### src/rtl/txf_pkg.sv
package txf_pkg;

   typedef enum logic [2:0] {
      S_HOLD0,
      S_HOLD1,
      S_RUN,
      S_FLUSH,
      S_PAD,
      S_FCS
   } txf_state_e;

   localparam logic [31:0] FCS_POLY_REFL = 32'hEDB88320;
   localparam logic [31:0] FCS_SEED      = 32'hFFFFFFFF;

   function automatic logic [31:0] fcs_step(input logic [31:0] acc, input logic [7:0] b);
      logic [31:0] r;
      r = acc ^ {24'h0, b};
      for (int i = 0; i < 8; i++) begin
         r = r[0] ? ((r >> 1) ^ FCS_POLY_REFL) : (r >> 1);
      end
      return r;
   endfunction

endpackage

### src/rtl/txf_crc_acc.sv
module txf_crc_acc #(
   parameter int FCS_BYTES = 4
) (
   input  logic                      clk,
   input  logic                      rst_n,
   input  logic                      clr,
   input  logic                      upd,
   input  logic [7:0]                din,
   output logic [8*FCS_BYTES-1:0]    fcs
);
   import txf_pkg::*;

   localparam int FW = 8 * FCS_BYTES;

   if (FW != 32) begin : g_bad_width
      $error("txf_crc_acc: only a 32-bit check value is supported");
   end

   logic [FW-1:0] acc_q;

   always_ff @(posedge clk or negedge rst_n) begin
      if (!rst_n)   acc_q <= FCS_SEED;
      else if (clr) acc_q <= FCS_SEED;
      else if (upd) acc_q <= fcs_step(acc_q, din);
   end

   for (genvar k = 0; k < FCS_BYTES; k++) begin : g_lane
      assign fcs[8*k +: 8] = ~acc_q[8*k +: 8];
   end

   // a new frame never restarts the accumulator while a byte is folded in
   assert_clr_upd_excl_R8: assert property (@(posedge clk) disable iff (!rst_n)
      !(clr && upd));

endmodule

### src/rtl/txf_len_cnt.sv
module txf_len_cnt #(
   parameter int LEN_W = 16
) (
   input  logic             clk,
   input  logic             rst_n,
   input  logic             clr,
   input  logic             inc,
   output logic [LEN_W-1:0] cnt
);
   localparam logic [LEN_W-1:0] CNT_MAX = '1;

   if (LEN_W < 7) begin : g_bad_len
      $error("txf_len_cnt: LEN_W too small for the pad target");
   end

   always_ff @(posedge clk or negedge rst_n) begin
      if (!rst_n)                     cnt <= '0;
      else if (clr)                   cnt <= '0;
      else if (inc && cnt != CNT_MAX) cnt <= cnt + 1'b1;
   end

endmodule

### src/rtl/txf_out_reg.sv
module txf_out_reg #(
   parameter int DW = 8
) (
   input  logic          clk,
   input  logic          rst_n,
   input  logic          ld,
   input  logic [DW-1:0] ld_data,
   input  logic          ld_last,
   output logic          can_ld,
   output logic [DW-1:0] out_data,
   output logic          out_valid,
   output logic          out_last,
   input  logic          out_ready
);

   assign can_ld = !out_valid || out_ready;

   always_ff @(posedge clk or negedge rst_n) begin
      if (!rst_n) begin
         out_valid <= 1'b0;
         out_data  <= '0;
         out_last  <= 1'b0;
      end else if (ld) begin
         out_valid <= 1'b1;
         out_data  <= ld_data;
         out_last  <= ld_last;
      end else if (out_ready) begin
         out_valid <= 1'b0;
      end
   end

   // a stalled byte stays put
   assert_stall_hold_R10: assert property (@(posedge clk) disable iff (!rst_n)
      (out_valid && !out_ready) |=> (out_valid && $stable(out_data) && $stable(out_last)));

   // the sequencer never overwrites a byte that is still waiting
   assert_no_overwrite_R10: assert property (@(posedge clk) disable iff (!rst_n)
      ld |-> (!out_valid || out_ready));

endmodule

### src/rtl/txf_pad_fcs.sv
module txf_pad_fcs #(
   parameter int DW           = 8,
   parameter int CTRL_W       = 16,
   parameter int CRC_INH_BIT  = 12,
   parameter int PAD_DIS_BIT  = 13,
   parameter int MIN_FCS_DATA = 60,
   parameter int MIN_RAW      = 60,
   parameter int FCS_BYTES    = 4,
   parameter int LEN_W        = 16
) (
   input  logic              clk,
   input  logic              rst_n,
   input  logic [DW-1:0]     in_data,
   input  logic              in_valid,
   input  logic              in_last,
   input  logic [CTRL_W-1:0] in_ctrl,
   output logic              in_ready,
   output logic [DW-1:0]     out_data,
   output logic              out_valid,
   output logic              out_last,
   input  logic              out_ready,
   output logic              drop_pulse
);
   import txf_pkg::*;

   localparam int IDX_W = $clog2(FCS_BYTES);
   localparam logic [IDX_W-1:0] IDX_LAST = IDX_W'(FCS_BYTES - 1);
   localparam logic [LEN_W:0] TGT_FCS = (LEN_W + 1)'(MIN_FCS_DATA);
   localparam logic [LEN_W:0] TGT_RAW = (LEN_W + 1)'(MIN_RAW);

   if (DW != 8) begin : g_bad_dw
      $error("txf_pad_fcs: byte stream only");
   end
   if (CRC_INH_BIT >= CTRL_W || PAD_DIS_BIT >= CTRL_W || CRC_INH_BIT == PAD_DIS_BIT) begin : g_bad_bits
      $error("txf_pad_fcs: control bit positions invalid");
   end
   if (MIN_FCS_DATA < 3 || MIN_RAW < 3 || MIN_FCS_DATA >= (1 << LEN_W) || MIN_RAW >= (1 << LEN_W)) begin : g_bad_min
      $error("txf_pad_fcs: pad targets out of range");
   end

   txf_state_e state_q, state_d;
   logic [7:0] hb0_q, hb0_d, hb1_q, hb1_d;
   logic       two_q, two_d;
   logic [IDX_W-1:0] idx_q, idx_d;
   logic       pad_dis_q, crc_inh_q;
   logic       drop_q, drop_d;

   logic       acc, start, emit, emit_last, emit_upd, can_ld;
   logic [7:0] emit_byte;
   logic [LEN_W-1:0] cnt;
   logic [LEN_W:0]   cnt_p1, target;
   logic [8*FCS_BYTES-1:0] fcs;
   logic       need_pad;
   logic       unused_ctrl;

   assign unused_ctrl = ^in_ctrl;

   assign acc    = in_valid && in_ready;
   assign start  = acc && (state_q == S_HOLD0);
   assign cnt_p1 = {1'b0, cnt} + 1'b1;
   assign target = crc_inh_q ? TGT_RAW : TGT_FCS;
   assign need_pad = !pad_dis_q && (cnt_p1 < target);

   always_comb begin
      unique case (state_q)
         S_HOLD0, S_HOLD1: in_ready = 1'b1;
         S_RUN:            in_ready = can_ld;
         default:          in_ready = 1'b0;
      endcase
   end

   always_comb begin
      state_d   = state_q;
      hb0_d     = hb0_q;
      hb1_d     = hb1_q;
      two_d     = two_q;
      idx_d     = idx_q;
      drop_d    = 1'b0;
      emit      = 1'b0;
      emit_upd  = 1'b0;
      emit_last = 1'b0;
      emit_byte = hb0_q;
      unique case (state_q)
         S_HOLD0: if (acc) begin
            if (in_last) drop_d = 1'b1;
            else begin
               hb0_d   = in_data;
               state_d = S_HOLD1;
            end
         end
         S_HOLD1: if (acc) begin
            if (in_last) begin
               drop_d  = 1'b1;
               state_d = S_HOLD0;
            end else begin
               hb1_d   = in_data;
               state_d = S_RUN;
            end
         end
         S_RUN: if (acc) begin
            emit     = 1'b1;
            emit_upd = 1'b1;
            hb0_d    = hb1_q;
            hb1_d    = in_data;
            if (in_last) begin
               two_d   = 1'b1;
               state_d = S_FLUSH;
            end
         end
         S_FLUSH: if (can_ld) begin
            emit     = 1'b1;
            emit_upd = 1'b1;
            hb0_d    = hb1_q;
            if (two_q) two_d = 1'b0;
            else begin
               emit_last = crc_inh_q && !need_pad;
               idx_d     = '0;
               if (need_pad)        state_d = S_PAD;
               else if (!crc_inh_q) state_d = S_FCS;
               else                 state_d = S_HOLD0;
            end
         end
         S_PAD: if (can_ld) begin
            emit      = 1'b1;
            emit_upd  = 1'b1;
            emit_byte = 8'h00;
            if (!need_pad) begin
               emit_last = crc_inh_q;
               idx_d     = '0;
               state_d   = crc_inh_q ? S_HOLD0 : S_FCS;
            end
         end
         S_FCS: if (can_ld) begin
            emit      = 1'b1;
            emit_byte = fcs[{idx_q, 3'b000} +: 8];
            emit_last = (idx_q == IDX_LAST);
            idx_d     = idx_q + 1'b1;
            if (idx_q == IDX_LAST) state_d = S_HOLD0;
         end
         default: state_d = S_HOLD0;
      endcase
   end

   always_ff @(posedge clk or negedge rst_n) begin
      if (!rst_n) begin
         state_q   <= S_HOLD0;
         hb0_q     <= '0;
         hb1_q     <= '0;
         two_q     <= 1'b0;
         idx_q     <= '0;
         drop_q    <= 1'b0;
         pad_dis_q <= 1'b0;
         crc_inh_q <= 1'b0;
      end else begin
         state_q <= state_d;
         hb0_q   <= hb0_d;
         hb1_q   <= hb1_d;
         two_q   <= two_d;
         idx_q   <= idx_d;
         drop_q  <= drop_d;
         if (start) begin
            pad_dis_q <= in_ctrl[PAD_DIS_BIT];
            crc_inh_q <= in_ctrl[CRC_INH_BIT];
         end
      end
   end

   assign drop_pulse = drop_q;

   txf_len_cnt #(.LEN_W(LEN_W)) u_len (
      .clk (clk),
      .rst_n (rst_n),
      .clr (start),
      .inc (emit && emit_upd),
      .cnt (cnt)
   );

   txf_crc_acc #(.FCS_BYTES(FCS_BYTES)) u_crc (
      .clk (clk),
      .rst_n (rst_n),
      .clr (start),
      .upd (emit && emit_upd),
      .din (emit_byte),
      .fcs (fcs)
   );

   txf_out_reg #(.DW(DW)) u_out (
      .clk (clk),
      .rst_n (rst_n),
      .ld (emit),
      .ld_data (emit_byte),
      .ld_last (emit_last),
      .can_ld (can_ld),
      .out_data (out_data),
      .out_valid (out_valid),
      .out_last (out_last),
      .out_ready (out_ready)
   );

   // check bytes of a padded frame only start once the pad target is reached
   assert_fcs_after_min_R3: assert property (@(posedge clk) disable iff (!rst_n)
      (emit && state_q == S_FCS && !pad_dis_q) |-> ({1'b0, cnt} >= TGT_FCS));

   // a discard pulse follows an accepted last byte
   assert_drop_cause_R7: assert property (@(posedge clk) disable iff (!rst_n)
      drop_pulse |-> $past(in_valid && in_ready && in_last));

   // control options hold steady inside a frame
   assert_ctrl_stable_R9: assert property (@(posedge clk) disable iff (!rst_n)
      (state_q != S_HOLD0) |=> (state_q == S_HOLD0 || ($stable(pad_dis_q) && $stable(crc_inh_q))));

endmodule

### config.mk
export PLATFORM = sky130hd
export DESIGN_NAME = txf_pad_fcs
export DESIGN_NICKNAME = d
export VERILOG_FILES = /design/src/rtl/txf_pkg.sv /design/src/rtl/txf_crc_acc.sv /design/src/rtl/txf_len_cnt.sv /design/src/rtl/txf_out_reg.sv /design/src/rtl/txf_pad_fcs.sv
export SDC_FILE = /design/constraint.sdc
export NUM_CORES = 1
export LEC_CHECK = 0
export BUFFER_PORTS_ARGS = -buffer_cell sky130_fd_sc_hd__buf_2
export CELL_PAD_IN_SITES_DETAIL_PLACEMENT = 1
export CELL_PAD_IN_SITES_GLOBAL_PLACEMENT = 1
export CORE_MARGIN = 2
export CORE_UTILIZATION = 52
export DETAILED_ROUTE_END_ITERATION = 8
export GPL_TIMING_DRIVEN = 0
export PLACE_DENSITY_LB_ADDON = 0.1
export SETUP_SLACK_MARGIN = 0.02
export SYNTH_ARGS = -nofsm -noshare
export SYNTH_HDL_FRONTEND = slang
export SYNTH_HIERARCHICAL = 1
export SYNTH_SLANG_ARGS = --single-unit
### constraint.sdc
create_clock -name clk -period 6.51 [get_ports clk]
set_input_delay 0.9765 -clock clk [delete_from_list [all_inputs] [get_ports clk]]
set_output_delay 0.9765 -clock clk [all_outputs]
set_load 0.005 [all_outputs]
==> impl_metrics.env <==
export IMPL_status="complete, no violations"
export IMPL_avgSynthCellArea_um2=10.5
export IMPL_overflow=0
export IMPL_drcViolationCount=0
export IMPL_tightest_slew_ps=1240
export IMPL_cts_sinks=83
export IMPL_cts_tree="yes"
export IMPL_crit_start="out_ready"
export IMPL_synth_fp_nets=528
export IMPL_worstHoldPathCells=1
export IMPL_syn_area_um2=5210
export IMPL_area_delta_synth_final_pct=9.89
export IMPL_vias=3975
export IMPL_worstPathMaxFanout=10
export IMPL_drtIter0Drc=244
export IMPL_drv_slew=0
export IMPL_post_route_min_period_ps=3520
export IMPL_slowest_delay_ps=450
export IMPL_finalSetupViolCount=0
export IMPL_setup_ws_ps=2990
export IMPL_cts_buffers=9
export IMPL_io_pins=41
export IMPL_yosys_cell_types_count=67
export IMPL_dr_pass1_iters=4
export IMPL_finClkSkew_ps=10.7
export IMPL_track_usage_pct=26.1
export IMPL_grt_antenna_before_repair=0
export IMPL_path_cells="buf_2, nand2b_1, clkbuf_1, nand2_1, a22o_1, xnor2_2, xnor2_2, xnor2_1, xnor2_1, a211o_1"
export IMPL_die_y_um=104
export IMPL_cts_repair_resized=0
export IMPL_cap_violations=0
export IMPL_critPathLaunchType="primary input"
export IMPL_dp_hpwl_mm=9.75
export IMPL_async_flop_share_pct=100
export IMPL_core_um2=9770
export IMPL_rsz0062_at_grt="false"
export IMPL_hold_start="hb1_q[1]"
export IMPL_post_route_period_util_pct=54.0
export IMPL_die_area_um2=10800
export IMPL_clkSlewWorstSetupHoldPaths_ps=90
export IMPL_critPathCaptureType="register"
export IMPL_ys_seq_area_share_pct=40.6
export IMPL_cts_htree_levels=3
export IMPL_ys_flop_type="dfrtp_1"
export IMPL_gp_congestion=0.804
export IMPL_worstPathArrival_ps=3810
export IMPL_ctsHoldBuffers=0
export IMPL_synth_top_area_share_pct=24.5
export IMPL_min_path_type="reg2reg"
export IMPL_synth_area_top_cells="dfrtp_1 (24%), dfstp_2 (16%), xnor2_1 (8.7%), mux4_2 (3.5%), a21oi_1 (3.4%)"
export IMPL_setup_tns_ps=0
export IMPL_die_width_um=104
export IMPL_crit_buf_inv=2
export IMPL_initial_core_util_pct=53.3
export IMPL_synth_seq_cells=83
export IMPL_fin_hold_ws_ps=517
export IMPL_synth_commonest_cells="xnor2_1 (52), dfrtp_1 (51), nand2_1 (41), inv_1 (40), a21oi_1 (35)"
export IMPL_yosysMostFrequentCell="xnor2_1"
export IMPL_cts_path_max_buffers=2
export IMPL_final_nets=566
export IMPL_synth_largest_area_cell="dfrtp_1"
export IMPL_synth_edf_count=0
export IMPL_port_buffers=26
export IMPL_reg2reg_from="u_out/out_valid"
export IMPL_post_cts_buffers=0
export IMPL_pre_cts_ws_ps=2610
export IMPL_rr_endpoint="u_crc/acc_q[4]"
export IMPL_viasPerCell=5.91
export IMPL_relSlewSlack_pct=16.3
export IMPL_grt_pass1_vias=4311
export IMPL_ys_warn_count=6
export IMPL_worstSetupPathType="in2reg"
export IMPL_fmax_ghz=0.284
export IMPL_hold_path_endpoint="hb1_q[1]"
export IMPL_wl_mm=13.5
export IMPL_root_buffer="clkbuf_8"
export IMPL_reg2reg_depth=9
export IMPL_synth_cells=497
export IMPL_drive_gt1_share_pct=26.9
export IMPL_critPathSlowestCell="xnor2_2"
export IMPL_rrSetupSlack_ps=3320
export IMPL_ant_nets=0
export IMPL_path_delay_family="XOR/XNOR gates"
export IMPL_finalHoldViolations=0
export IMPL_fp_row_count=36
export IMPL_diodes=0
export IMPL_grt_max_degree=44
export IMPL_clock_latency_ps=360
export IMPL_grt_pass1_wl_mm=22.4
export IMPL_wl_per_cell_um=20.1
export IMPL_crit_required_ps=6810
## flip-flops by register name, indices dropped and copies added, names as in the netlist
name / count
u_crc/acc_q: 32
u_len/cnt: 16
state_q: 3
pad_dis_q: 1
hb1_q: 8
u_out/out_last: 1
two_q: 1
u_out/out_data: 8
hb0_q: 8
drop_pulse: 1
u_out/out_valid: 1
idx_q: 2
crc_inh_q: 1
## layout by cell type, fill, tap and decap left out, types with 9 or more instances in the layout
master / n
xnor2_1: 52
dfrtp_1: 51
nand2_1: 41
inv_1: 40
a21oi_1: 35
dfstp_2: 32
buf_2: 27
nor2_1: 21
clkbuf_1: 15
o211ai_1: 15
o21ai_1: 13
mux2_2: 11
clkbuf_8: 11
a22o_1: 9
mux2_4: 9
## worst max-delay path by stage
| stage | depth (start not counted) | endpoint | slack [ps] |
|---|---|---|---|
| after global placement | 10 | u_crc/acc_q[4] | 2680 |
| after global routing | 10 | u_crc/acc_q[25] | 2840 |
| final | 10 | u_crc/acc_q[4] | 2990 |
| after floorplan | 9 | u_crc/acc_q[4] | 3370 |
| after detailed placement | 10 | u_crc/acc_q[4] | 2610 |
| after CTS | 10 | u_crc/acc_q[4] | 3010 |
## per-layer routing
metal	routed length, um	part of all wire, %	GRT usage, %	vias to the layer above
li1	-	-	-	1852
met1	6330	47	35.3	2033
met2	6620	49	43.8	72
met3	391	2.9	3.51	18
met4	189	1.4	8.30	0
met5	0	0	0	-
## logic make-up after synthesis
logic type	count (synthesis)	share of synthesized area, %
DFF	83	40.6
and+or+nand+nor	130	13.9
AOI/OAI and AO/OA	113	14.7
adders and majority gates	2	0.480
buffers and inverters	65	5.30
xor gates and xnor gates	72	15.7
muxes	32	9.29
## per-stage QoR
stage | std cells | cell area, um^2 | util, %
after floorplan | 497 | 5210 | -
after global placement | 656 | 5510 | 56.4
after detailed placement | 657 | 5540 | 56.7
after CTS | 673 | 5730 | 58.6
after global routing | 673 | 5730 | 58.6
final | 673 | 5730 | 58.6
## worst reg2reg max path, stage by stage, from the launching register on
cell	delay (ps)
dfrtp_1	390
nand2b_1	230
clkbuf_1	410
nand2_1	310
a22o_1	370
xnor2_2	460
xnor2_2	300
xnor2_1	220
xnor2_1	150
a211o_1	300
## cell type report
class,count,area (um^2)
Fill cell,1106,4050
Clock inverter,5,37.5
Sequential cell,83,2120
Multi-Input combinational cell,349,2820
Tap cell,133,166
Clock buffer,11,151
Buffer,25,126
Timing Repair Buffer,27,160
Inverter,40,150
Power is not shown: default switching activity piles up to over one toggle a cycle in this logic, so the estimate is an artifact.
